===== src/rtl/spdif_sync_pkg.sv =====
package spdif_sync_pkg;

    typedef enum logic [2:0] {
        ST_IDLE     = 3'd0,
        ST_WAIT_ACT = 3'd1,
        ST_COARSE   = 3'd2,
        ST_FINE_A   = 3'd3,
        ST_FINE_B   = 3'd4,
        ST_SYNCED   = 3'd5,
        ST_ERROR    = 3'd6
    } sync_state_e;

    typedef enum logic [1:0] {
        SYM_BAD = 2'd0,
        SYM_1UI = 2'd1,
        SYM_2UI = 2'd2,
        SYM_3UI = 2'd3
    } sym_class_e;

endpackage


===== src/rtl/line_edge_sync.sv =====
module line_edge_sync (
    input  logic clk,
    input  logic rst_n,
    input  logic din,
    output logic edge_pulse
);
    logic meta_q, sync_q, prev_q;

    always_ff @(posedge clk or negedge rst_n) begin
        if (!rst_n) begin
            meta_q <= 1'b0;
            sync_q <= 1'b0;
            prev_q <= 1'b0;
        end else begin
            meta_q <= din;
            sync_q <= meta_q;
            prev_q <= sync_q;
        end
    end

    assign edge_pulse = sync_q ^ prev_q;
endmodule


===== src/rtl/interval_timer.sv =====
module interval_timer #(
    parameter int CNT_W = 8
) (
    input  logic             clk,
    input  logic             rst_n,
    input  logic             clr,
    input  logic             edge_in,
    output logic [CNT_W:0]   len,
    output logic             ovf
);
    localparam logic [CNT_W-1:0] CNT_MAX = '1;

    logic [CNT_W-1:0] cnt_q;

    always_ff @(posedge clk or negedge rst_n) begin
        if (!rst_n) begin
            cnt_q <= '0;
        end else if (clr || edge_in) begin
            cnt_q <= '0;
        end else if (cnt_q != CNT_MAX) begin
            cnt_q <= cnt_q + 1'b1;
        end
    end

    assign len = {1'b0, cnt_q} + 1'b1;
    assign ovf = (cnt_q == CNT_MAX) && !edge_in && !clr;
endmodule


===== src/rtl/symbol_classifier.sv =====
module symbol_classifier
    import spdif_sync_pkg::*;
#(
    parameter int CNT_W = 8
) (
    input  logic [CNT_W-1:0] unit,
    input  logic [CNT_W:0]   len,
    output sym_class_e       cls
);
    localparam int TW = CNT_W + 3;

    logic [TW-1:0] u_ext, half, lim_lo, lim_12, lim_23, lim_hi, len_ext;

    always_comb begin
        u_ext   = TW'(unit);
        half    = u_ext >> 1;
        lim_lo  = half;
        lim_12  = u_ext + half;
        lim_23  = (u_ext << 1) + half;
        lim_hi  = (u_ext << 1) + u_ext + half;
        len_ext = TW'(len);
        if (unit == '0 || len_ext < lim_lo) begin
            cls = SYM_BAD;
        end else if (len_ext < lim_12) begin
            cls = SYM_1UI;
        end else if (len_ext < lim_23) begin
            cls = SYM_2UI;
        end else if (len_ext < lim_hi) begin
            cls = SYM_3UI;
        end else begin
            cls = SYM_BAD;
        end
    end
endmodule


===== src/rtl/spdif_sync_ctrl.sv =====
module spdif_sync_ctrl
    import spdif_sync_pkg::*;
#(
    parameter int CNT_W      = 8,
    parameter int RET_W      = 4,
    parameter int ACT_EDGES  = 4,
    parameter int COARSE_N   = 16,
    parameter int FINE_A_N   = 24,
    parameter int FINE_B_N   = 40
) (
    input  logic             clk,
    input  logic             rst_n,
    input  logic             line_in,
    input  logic             wr_en,
    input  logic [1:0]       wr_enable,
    input  logic [1:0]       wr_fmt,
    input  logic             wr_stereo,
    input  logic             wait_act,
    input  logic [RET_W-1:0] retry_max,
    output logic [2:0]       phase,
    output logic             synced,
    output logic             sync_err,
    output logic             trans_err,
    output logic [CNT_W-1:0] unit_len,
    output logic             cu_capture,
    output logic             audio_capture,
    output logic [1:0]       fmt,
    output logic             stereo
);
    localparam int MAX_AB = (FINE_A_N > FINE_B_N) ? FINE_A_N : FINE_B_N;
    localparam int MAX_CW = (COARSE_N > ACT_EDGES) ? COARSE_N : ACT_EDGES;
    localparam int MAX_N  = (MAX_AB > MAX_CW) ? MAX_AB : MAX_CW;
    localparam int IDX_W  = $clog2(MAX_N + 1) + 1;

    localparam logic [IDX_W-1:0] LAST_ACT    = IDX_W'(ACT_EDGES - 1);
    localparam logic [IDX_W-1:0] LAST_COARSE = IDX_W'(COARSE_N - 1);
    localparam logic [IDX_W-1:0] LAST_FINE_A = IDX_W'(FINE_A_N - 1);
    localparam logic [IDX_W-1:0] LAST_FINE_B = IDX_W'(FINE_B_N - 1);

    // configuration register
    logic [1:0] en_q;
    logic [1:0] fmt_q;
    logic       stereo_q;
    logic       run, audio_mode;

    always_ff @(posedge clk or negedge rst_n) begin
        if (!rst_n) begin
            en_q     <= 2'b00;
            fmt_q    <= 2'b00;
            stereo_q <= 1'b0;
        end else if (wr_en) begin
            en_q <= wr_enable;
            if (en_q != 2'b11) begin
                fmt_q    <= wr_fmt;
                stereo_q <= wr_stereo;
            end
        end
    end

    assign run        = en_q[0];
    assign audio_mode = (en_q == 2'b11);

    // line front end
    sync_state_e      state_q, state_d;
    logic             edge_w, ovf_w, tmr_clr;
    logic [CNT_W:0]   len_w;
    logic [CNT_W-1:0] coarse_q, unit_q, unit_sel;
    sym_class_e       cls_w;

    line_edge_sync u_edge (
        .clk        (clk),
        .rst_n      (rst_n),
        .din        (line_in),
        .edge_pulse (edge_w)
    );

    assign tmr_clr = (state_q == ST_IDLE) || (state_q == ST_WAIT_ACT) ||
                     (state_q == ST_ERROR);

    interval_timer #(.CNT_W(CNT_W)) u_timer (
        .clk     (clk),
        .rst_n   (rst_n),
        .clr     (tmr_clr),
        .edge_in (edge_w),
        .len     (len_w),
        .ovf     (ovf_w)
    );

    assign unit_sel = (state_q == ST_SYNCED) ? unit_q : coarse_q;

    symbol_classifier #(.CNT_W(CNT_W)) u_class (
        .unit (unit_sel),
        .len  (len_w),
        .cls  (cls_w)
    );

    // stage bookkeeping
    logic [IDX_W-1:0] evt_q;
    logic             armed_q;
    logic [CNT_W:0]   min_q, min_next;
    logic [RET_W-1:0] fail_q;
    logic             fail_last, fine_state, measuring;
    sym_class_e       hist1_q, hist2_q;
    logic             b_hit;

    assign min_next   = (len_w < min_q) ? len_w : min_q;
    assign fail_last  = ({1'b0, fail_q} + 1'b1) >= {1'b0, retry_max};
    assign fine_state = (state_q == ST_FINE_A) || (state_q == ST_FINE_B);
    assign measuring  = fine_state || (state_q == ST_COARSE) ||
                        (state_q == ST_SYNCED);
    assign b_hit      = edge_w && (hist2_q == SYM_3UI) &&
                        (hist1_q == SYM_1UI) && (cls_w == SYM_1UI);

    // state register
    always_ff @(posedge clk or negedge rst_n) begin
        if (!rst_n) begin
            state_q <= ST_IDLE;
        end else begin
            state_q <= state_d;
        end
    end

    // next state
    always_comb begin
        state_d = state_q;
        if (!run) begin
            state_d = ST_IDLE;
        end else begin
            unique case (state_q)
                ST_IDLE: begin
                    state_d = wait_act ? ST_WAIT_ACT : ST_COARSE;
                end
                ST_WAIT_ACT: begin
                    if (edge_w && evt_q == LAST_ACT) state_d = ST_COARSE;
                end
                ST_COARSE: begin
                    if (ovf_w) begin
                        state_d = ST_ERROR;
                    end else if (edge_w && armed_q && evt_q == LAST_COARSE) begin
                        state_d = ST_FINE_A;
                    end
                end
                ST_FINE_A, ST_FINE_B: begin
                    if (ovf_w) begin
                        state_d = ST_ERROR;
                    end else if (edge_w) begin
                        if (cls_w == SYM_BAD) begin
                            state_d = fail_last ? ST_ERROR : ST_COARSE;
                        end else if (state_q == ST_FINE_A && evt_q == LAST_FINE_A) begin
                            state_d = ST_FINE_B;
                        end else if (state_q == ST_FINE_B && evt_q == LAST_FINE_B) begin
                            state_d = ST_SYNCED;
                        end
                    end
                end
                ST_SYNCED: begin
                    if (ovf_w) state_d = ST_ERROR;
                end
                ST_ERROR: begin
                    state_d = ST_ERROR;
                end
                default: begin
                    state_d = ST_IDLE;
                end
            endcase
        end
    end

    // outputs and stage datapath
    always_ff @(posedge clk or negedge rst_n) begin
        if (!rst_n) begin
            evt_q         <= '0;
            armed_q       <= 1'b0;
            min_q         <= '1;
            coarse_q      <= '0;
            unit_q        <= '0;
            fail_q        <= '0;
            synced        <= 1'b0;
            sync_err      <= 1'b0;
            trans_err     <= 1'b0;
            hist1_q       <= SYM_BAD;
            hist2_q       <= SYM_BAD;
            cu_capture    <= 1'b0;
            audio_capture <= 1'b0;
        end else begin
            // per-stage counters
            if (state_d != state_q) begin
                evt_q   <= '0;
                armed_q <= 1'b0;
                min_q   <= '1;
            end else if (edge_w) begin
                if (state_q == ST_COARSE) begin
                    if (!armed_q) begin
                        armed_q <= 1'b1;
                    end else begin
                        evt_q <= evt_q + 1'b1;
                        min_q <= min_next;
                    end
                end else if (state_q == ST_WAIT_ACT || fine_state) begin
                    evt_q <= evt_q + 1'b1;
                end
            end

            // coarse estimate
            if (state_q == ST_COARSE && state_d == ST_FINE_A) begin
                coarse_q <= min_next[CNT_W-1:0];
            end

            // retry accounting
            if (state_q == ST_IDLE) begin
                fail_q <= '0;
            end else if (fine_state && state_d == ST_COARSE) begin
                fail_q <= fail_q + 1'b1;
            end

            // error flags
            if (!run) begin
                sync_err  <= 1'b0;
                trans_err <= 1'b0;
            end else begin
                if (fine_state && edge_w && state_d == ST_ERROR) sync_err <= 1'b1;
                if (measuring && ovf_w) trans_err <= 1'b1;
            end

            // lock and committed unit
            if (!run) begin
                synced <= 1'b0;
                unit_q <= '0;
            end else if (state_q == ST_FINE_B && state_d == ST_SYNCED) begin
                synced <= 1'b1;
                unit_q <= coarse_q;
            end else if (state_d == ST_ERROR) begin
                synced <= 1'b0;
            end

            // preamble-gated capture
            if (state_d != ST_SYNCED) begin
                hist1_q       <= SYM_BAD;
                hist2_q       <= SYM_BAD;
                cu_capture    <= 1'b0;
                audio_capture <= 1'b0;
            end else if (state_q == ST_SYNCED) begin
                if (!audio_mode) audio_capture <= 1'b0;
                if (edge_w) begin
                    hist2_q <= hist1_q;
                    hist1_q <= cls_w;
                    if (b_hit) begin
                        cu_capture <= 1'b1;
                        if (audio_mode) audio_capture <= 1'b1;
                    end
                end
            end
        end
    end

    assign phase    = state_q;
    assign unit_len = unit_q;
    assign fmt      = fmt_q;
    assign stereo   = stereo_q;
endmodule


===== config.mk =====
export PLATFORM = sky130hd
export DESIGN_NAME = spdif_sync_ctrl
export DESIGN_NICKNAME = d
export VERILOG_FILES = /design/src/rtl/spdif_sync_pkg.sv /design/src/rtl/line_edge_sync.sv /design/src/rtl/interval_timer.sv /design/src/rtl/symbol_classifier.sv /design/src/rtl/spdif_sync_ctrl.sv
export SDC_FILE = /design/constraint.sdc
export NUM_CORES = 1
export LEC_CHECK = 0
export BUFFER_PORTS_ARGS = -buffer_cell sky130_fd_sc_hd__buf_2
export CORE_MARGIN = 8
export CORE_UTILIZATION = 43
export CTS_CLUSTER_SIZE = 40
export DETAILED_ROUTE_END_ITERATION = 16
export HOLD_SLACK_MARGIN = 0.08
export SLEW_MARGIN = 5
export SYNTH_ARGS = -nofsm -noshare
export SYNTH_HDL_FRONTEND = slang
export SYNTH_SLANG_ARGS = --single-unit
export TNS_END_PERCENT = 30

===== constraint.sdc =====
create_clock -name clk -period 6.6 [get_ports clk]
set_input_delay 1.32 -clock clk [delete_from_list [all_inputs] [get_ports clk]]
set_output_delay 1.32 -clock clk [all_outputs]
set_load 0.005 [all_outputs]

### Word level (Yosys, flattened, before mapping)

Cells that the tools add are included.

| storage, ports and cells | value |
|---|---|
| flip-flop bits (word level) | 65 |
| bits of input ports | 14 |
| word-level logic and storage cells | 173 |
| output and inout port bits | 19 |

| operators by class | value |
|---|---|
| muxes and demuxes | 60 |
| reductions and logical operators | 47 |
| magnitude comparators | 6 |
| bitwise gates (word level) | 1 |
| add/sub/neg operators | 9 |
| equality and inequality tests | 28 |

Operators by type and width:

| operator | count |
|---|---|
| two-way mux 9 bit | 5 |
| two-way mux 8 bit | 5 |
| two-way mux 7 bit | 5 |
| < comparator 9 x 11 -> 1 bit | 3 |
| two-way mux 3 bit | 11 |
| two-way mux 2 bit | 11 |
| two-way mux 1 bit | 20 |
| one-hot mux 3 bit (6 select lines) | 1 |
| nonzero test 2 bit | 9 |
| logical AND 1 bit | 16 |
| equality test 3 bit (second input constant) | 5 |
| equality test 3 x 2 -> 1 bit (second input constant) | 4 |
| adder 11 x 7 -> 11 bit | 1 |
| adder 9 x 7 -> 10 bit | 1 |
| adder 9 x 8 -> 10 bit | 1 |
| adder 8 x 1 -> 9 bit (second input constant) | 1 |
| adder 8 x 7 -> 9 bit | 1 |
| < comparator 9 x 7 -> 1 bit | 1 |
| < comparator 9 bit | 1 |
| AND reduction 3 bit | 3 |
| adder 8 x 1 -> 8 bit (second input constant) | 1 |
| equality test 8 bit (second input constant) | 1 |
| zero test 8 bit | 1 |
| logical OR 1 bit | 8 |
| other kinds (27) | 35 |

### Depth between registers and ports, before layout

| logic depth | value |
|---|---|
| depth in word-level cells | 19 |
| depth in mapped cells | 31 |
| depth with buffers taken out | 27 |

### Cells and area by module

From an unflattened synthesis, not the netlist that was laid out.

| second synthesis, totals | value |
|---|---|
| cell total of the unflattened synthesis | 662 |
| area, all modules | 5748.0 um^2 |

Modules (own cells, without submodules):

| module | instances | sequential area each (um^2) | cells each | area each (um^2) |
|---|---|---|---|---|
| spdif_sync_ctrl | 1 | 1362.6 | 400 | 3460.8 |
| symbol_classifier | 1 | 0.0 | 203 | 1710.4 |
| interval_timer | 1 | 200.2 | 55 | 493.0 |
| line_edge_sync | 1 | 75.1 | 4 | 83.8 |

### Worst setup path before layout

Ideal clock, no wire load.

| timing path | value |
|---|---|
| path type | reg-to-reg |
| start | register state_q[1] (netlist: phase[1]) |
| end | register fail_q[0] |
| setup slack | 0.207 ns |
| period minus slack after synthesis | 6.393 ns |
| cell stages (with the launch flop) | 29 |
| arrival | 6.267 ns |
| path buffers | 4 |
| path through | dfrtp_1 and3b_4 buf_8 buf_2 mux2i_1 clkbuf_1 inv_1 ha_1 a31oi_1 nand3_1 a32o_1 xor2_1 ha_1 and4_4 a2111oi_4 and2b_1 xor2_1 ha_1 o21ai_0 nor2_1 a311o_1 nand4_1 o41a_1 o21ai_1 mux2i_1 or2_1 clkbuf_1 o31ai_1 a221o_1 |

| between the ends | value |
|---|---|
| cells in the longest elaborated chain, start to end | 18 |
| elaborated cells between the ends (all ways) | 46 |
| classes of those cells | 4 x add/sub; 4 x order compare; 7 x eq/ne; 17 x mux; 14 x reduce/logical |

Ends and longest elaborated chain:

| element | line | RTL |
|---|---|---|
| start, declared | spdif_sync_ctrl.sv:64 | `sync_state_e state_q, state_d;` |
| start signal, assigned | spdif_sync_ctrl.sv:119 | `state_q <= state_d;` |
| equality test 3 bit | spdif_sync_ctrl.sv:89, spdif_sync_ctrl.sv:129 |  |
| two-way mux 8 bit | spdif_sync_ctrl.sv:89 | `assign unit_sel = (state_q == ST_SYNCED) ? unit_q : coarse_q;` |
| adder 9 x 8 -> 10 bit | symbol_classifier.sv:20 | `lim_hi = (u_ext << 1) + u_ext + half;` |
| adder 11 x 7 -> 11 bit | symbol_classifier.sv:20 |  |
| < comparator 9 x 11 -> 1 bit | symbol_classifier.sv:28 | `end else if (len_ext < lim_hi) begin` |
| two-way mux 2 bit | symbol_classifier.sv:28 |  |
| two-way mux 2 bit | symbol_classifier.sv:26 | `end else if (len_ext < lim_23) begin` |
| two-way mux 2 bit | symbol_classifier.sv:24 | `end else if (len_ext < lim_12) begin` |
| [2 not listed] | n/a |  |
| two-way mux 3 bit | spdif_sync_ctrl.sv:147 | `if (cls_w == SYM_BAD) begin` |
| two-way mux 3 bit | spdif_sync_ctrl.sv:146 | `end else if (edge_w) begin` |
| two-way mux 3 bit | spdif_sync_ctrl.sv:144 | `if (ovf_w) begin` |
| one-hot mux 3 bit (6 select lines) | spdif_sync_ctrl.sv:129 | `unique case (state_q)` |
| two-way mux 3 bit | spdif_sync_ctrl.sv:126 | `if (!run) begin` |
| equality test 3 x 2 -> 1 bit | spdif_sync_ctrl.sv:212 | `end else if (fine_state && state_d == ST_COARSE) begin` |
| logical AND 1 bit | spdif_sync_ctrl.sv:212 |  |
| nonzero test 2 bit (no source line) | n/a |  |
| end signal, assigned | spdif_sync_ctrl.sv:213 | `fail_q <= fail_q + 1'b1;` |
| end, declared | spdif_sync_ctrl.sv:101 | `logic [RET_W-1:0] fail_q;` |

Parallel ways exist; a longest one is shown, timed or not.
A chain may end at the register's enable or synchronous reset.

### Final worst setup path

| timing path | value |
|---|---|
| start | register state_q[1] (netlist: phase[1]) |
| end | register min_q[6] |

| between the ends | value |
|---|---|
| cells in the longest elaborated chain, start to end | 18 |
| elaborated cells between the ends (all ways) | 47 |
| classes of those cells | 4 x add/sub; 4 x order compare; 7 x eq/ne; 17 x mux; 15 x reduce/logical |

Ends and longest elaborated chain:

| element | line | RTL |
|---|---|---|
| equality test 3 bit | spdif_sync_ctrl.sv:89, spdif_sync_ctrl.sv:129 |  |
| two-way mux 8 bit | spdif_sync_ctrl.sv:89 |  |
| adder 9 x 8 -> 10 bit | symbol_classifier.sv:20 |  |
| adder 11 x 7 -> 11 bit | symbol_classifier.sv:20 |  |
| < comparator 9 x 11 -> 1 bit | symbol_classifier.sv:28 |  |
| two-way mux 2 bit | symbol_classifier.sv:28 |  |
| two-way mux 2 bit | symbol_classifier.sv:26 |  |
| two-way mux 2 bit | symbol_classifier.sv:24 |  |
| [2 not listed] | n/a |  |
| two-way mux 3 bit | spdif_sync_ctrl.sv:147 |  |
| two-way mux 3 bit | spdif_sync_ctrl.sv:146 |  |
| two-way mux 3 bit | spdif_sync_ctrl.sv:144 |  |
| one-hot mux 3 bit (6 select lines) | spdif_sync_ctrl.sv:129 |  |
| two-way mux 3 bit | spdif_sync_ctrl.sv:126 |  |
| inequality test 3 bit | spdif_sync_ctrl.sv:187 | `if (state_d != state_q) begin` |
| nonzero test 2 bit (no source line) | n/a |  |
| AND reduction 3 bit (no source line) | n/a |  |
| end signal, assigned | spdif_sync_ctrl.sv:197 | `min_q <= min_next;` |
| end, declared | spdif_sync_ctrl.sv:100 | `logic [CNT_W:0] min_q, min_next;` |

Parallel ways exist; a longest one is shown, timed or not.

==> flow_metrics.env <==
export IMPL_required_ns=6.83
export IMPL_final_cell_mix="nand2_1, nor2_1, ha_1, dfrtp_1, a21oi_1"
export IMPL_fin_nets=809
export IMPL_grt_pass1_vias=5221
export IMPL_clock_latency_ns=0.34
export IMPL_wl_per_cell_um=17.3
export IMPL_fin_setup_tns_ns=0
export IMPL_start_kind="register"
export IMPL_dieArea_mm2=0.0178
export IMPL_cp_arrival_ns=6.41
export IMPL_hp_class="reg2reg"
export IMPL_cts_tree="built"
export IMPL_vias=5346
export IMPL_synth_cells=701
export IMPL_core_mm2=0.0137
export IMPL_layout_commonest_cell="nand2_1"
export IMPL_wl_mm=16.0
export IMPL_rsz0062_at_grt="no"
export IMPL_clk_pin_slew_ns=0.06
export IMPL_synth_edf_count=0
export IMPL_dr_first_iter_drc_count=331
export IMPL_cts_htree_levels=3
export IMPL_finalHoldViolCount=0
export IMPL_grt_max_degree=66
export IMPL_synth_seq_cells=65
export IMPL_worstPathMaxFanout=17
export IMPL_netlist_area_mm2=0.00591
export IMPL_drive_gt1_share_pct=16.6
export IMPL_num_io_pins=33
export IMPL_worst_pin_slew_ns=0.920
export IMPL_maxSlewViolCount=0
export IMPL_peakVddDrop_v=0.000128
export IMPL_setup_violations=0
export IMPL_crit_path_end_kind="register"
export IMPL_placed_area_mm2=0.00633
export IMPL_setup_ws_ns=0.417
export IMPL_slew_headroom_pct=38.2
export IMPL_hpwl_mm=11.7
export IMPL_worst_setup_path_type="reg2reg"
export IMPL_clock_skew_ns=0.00949
export IMPL_maxCapViolations=0
export IMPL_status="complete, no violations"
export IMPL_io_buffers=32
export IMPL_post_route_drc_count=0
export IMPL_antenna_cells=0
export IMPL_grt_overflow_total=0
export IMPL_num_rows=43
export IMPL_avgSynthCellArea_um2=8.43
export IMPL_vias_per_cell=5.79
export IMPL_cts_buffer_depth=2
export IMPL_drtPass1Iterations=5
export IMPL_whs_ns=0.353
export IMPL_place_ws_ns=0.210
export IMPL_area_delta_synth_final_pct=13.7
export IMPL_timing_fmax_mhz=162
export IMPL_period_share_pct=93.7
export IMPL_multi_input_area_mm2=0.00402
export IMPL_antenna_left=0
export IMPL_fin_util_pct=49.2
export IMPL_cts_sinks=65
export IMPL_ys_warnings_count=0
export IMPL_gp_congestion=0.909
export IMPL_start_util_pct=43.3
export IMPL_die_w_um=133
export IMPL_track_usage_pct=18.0
export IMPL_fillers=1358
export IMPL_root_buffer="clkbuf_16"
export IMPL_synth_seq_area_share_pct=27.7
export IMPL_p_leak_uw=0.00320
export IMPL_async_flop_share_pct=100
export IMPL_synth_flop_cell="dfrtp_1"
export IMPL_cts_buffers=9
export IMPL_grt_pass1_wl_mm=26.3
export IMPL_antenna_found_initial=0
export IMPL_power_density_mw_per_mm2=211
export IMPL_synth_fp_nets=772
export IMPL_seq_area_mm2=0.00164
export IMPL_final_cell_area_mm2=0.00672
export IMPL_synth_distinct_cells=83
export IMPL_die_height_um=133
export IMPL_post_route_min_period_ns=6.18
[where the power goes]
part	total, uW	internal [uW]	switching (uW)
sequential	443	417	25.9
clock	524	334	189
combinational	454	181	273
[registers in the layout, indices dropped and copies added, names as in the netlist]
register	count
armed_q	1
audio_capture	1
coarse_q	8
cu_capture	1
en_q	2
evt_q	7
fail_q	4
fmt	2
hist1_q	2
hist2_q	2
min_q	9
phase	3
stereo	1
sync_err	1
synced	1
trans_err	1
u_edge.meta_q	1
u_edge.prev_q	1
u_edge.sync_q	1
u_timer.cnt_q	8
unit_len	8
[Yosys cell counts, drive strengths merged, types with 5 or more instances]
cell type  number  share of area (%)
and2            8               0.85
nand4b          7                1.0
dfrtp          56                 24
inv            38                2.5
nor3           12                1.0
o21a           11                1.4
ha             57                 12
a21o            6               0.76
a31oi          14                1.5
maj3            6                1.0
mux2           13                2.5
o311ai          5               0.99
and3            5               0.53
nor2           67                4.3
nor2b           5               0.53
dfstp           9                4.0
nand4           7               0.74
mux2i          20                3.9
nand2          71                4.5
nand3          31                2.6
buf             9               0.97
xor2           15                2.2
xnor2          27                4.0
o21ai          40                3.4
a21oi          40                3.4
clkbuf         23                1.5
o211ai         11                1.5
nand2b          9               0.95
[logic make-up after synthesis]
group,count (synthesis),share of synthesized area [%]
mux,33,6.35
fa+ha+maj,63,13.1
xor+xnor,43,6.60
flops,65,27.7
compound gates,173,19.9
buf+inv,72,5.02
simple gates,252,21.3
[metrics by stage]
step	power [uW]	std cells
after floorplan	763	701
after global placement	881	904
after detailed placement	892	904
after CTS	1420	920
after global routing	1500	923
final	1420	923
[worst paths after layout]
| check | from | endpoint | slack (ns) | depth (start not counted) |
|---|---|---|---|---|
| setup / recovery | phase[1] | min_q[6] | 0.42 | 27 |
| hold / removal | u_edge.meta_q | u_edge.sync_q | 0.35 | 0 |
| setup reg to reg | phase[1] | min_q[6] | 0.42 | 27 |
| hold reg to reg | u_edge.meta_q | u_edge.sync_q | 0.35 | 0 |
| max in group asynchronous | rst_n | coarse_q[2] | 4.86 | 2 |
| min in group asynchronous | rst_n | evt_q[0] | 1.18 | 2 |
[critical path, cell delays in order (launching register included)]
cell and delay [ns]:
dfrtp_1 0.37, and3b_4 0.39, mux2i_1 0.28, inv_1 0.15
ha_1 0.39, a31oi_1 0.19, nand3_1 0.12, a32o_1 0.27
xor2_1 0.31, ha_1 0.31, nor2b_1 0.14, o21ai_0 0.17
nand2b_1 0.08, a41o_1 0.26, xnor2_1 0.15, ha_1 0.29
o21a_1 0.11, o21ai_0 0.21, inv_1 0.09, a311o_1 0.35
nand4_1 0.11, o41a_1 0.16, o21ai_2 0.10, o21bai_1 0.27
a21oi_1 0.15, nor4b_4 0.30, buf_4 0.25, o211ai_1 0.12
[metal layers]
layer / track usage (%) / up-vias / wire length (um)
met2: 29.6 / 139 / 7630
met5: 0 / - / 0
met3: 2.90 / 24 / 646
met1: 23.3 / 2572 / 7290
met4: 6.74 / 0 / 390
li1: - / 2611 / -
[timing repair]
| action | 4_1_cts | 5_1_grt |
|---|---|---|
| endpoints found under the setup margin | 0 | 45 |
| hold buffers | 0 | 0 |
| gates resized for setup | 0 | 8 |
| buffers inserted | 0 | 3 |
[layout make-up]
type / instances / area share [%]
clock buffers: 9 / 3.35
clock inverters: 7 / 1.55
inverters: 40 / 2.27
multi-input cells: 564 / 59.8
flip-flops and latches: 65 / 24.4
well taps: 180 / 3.35
repair buffers: 58 / 5.34
No activity file was read; power rests on OpenSTA's default activity.
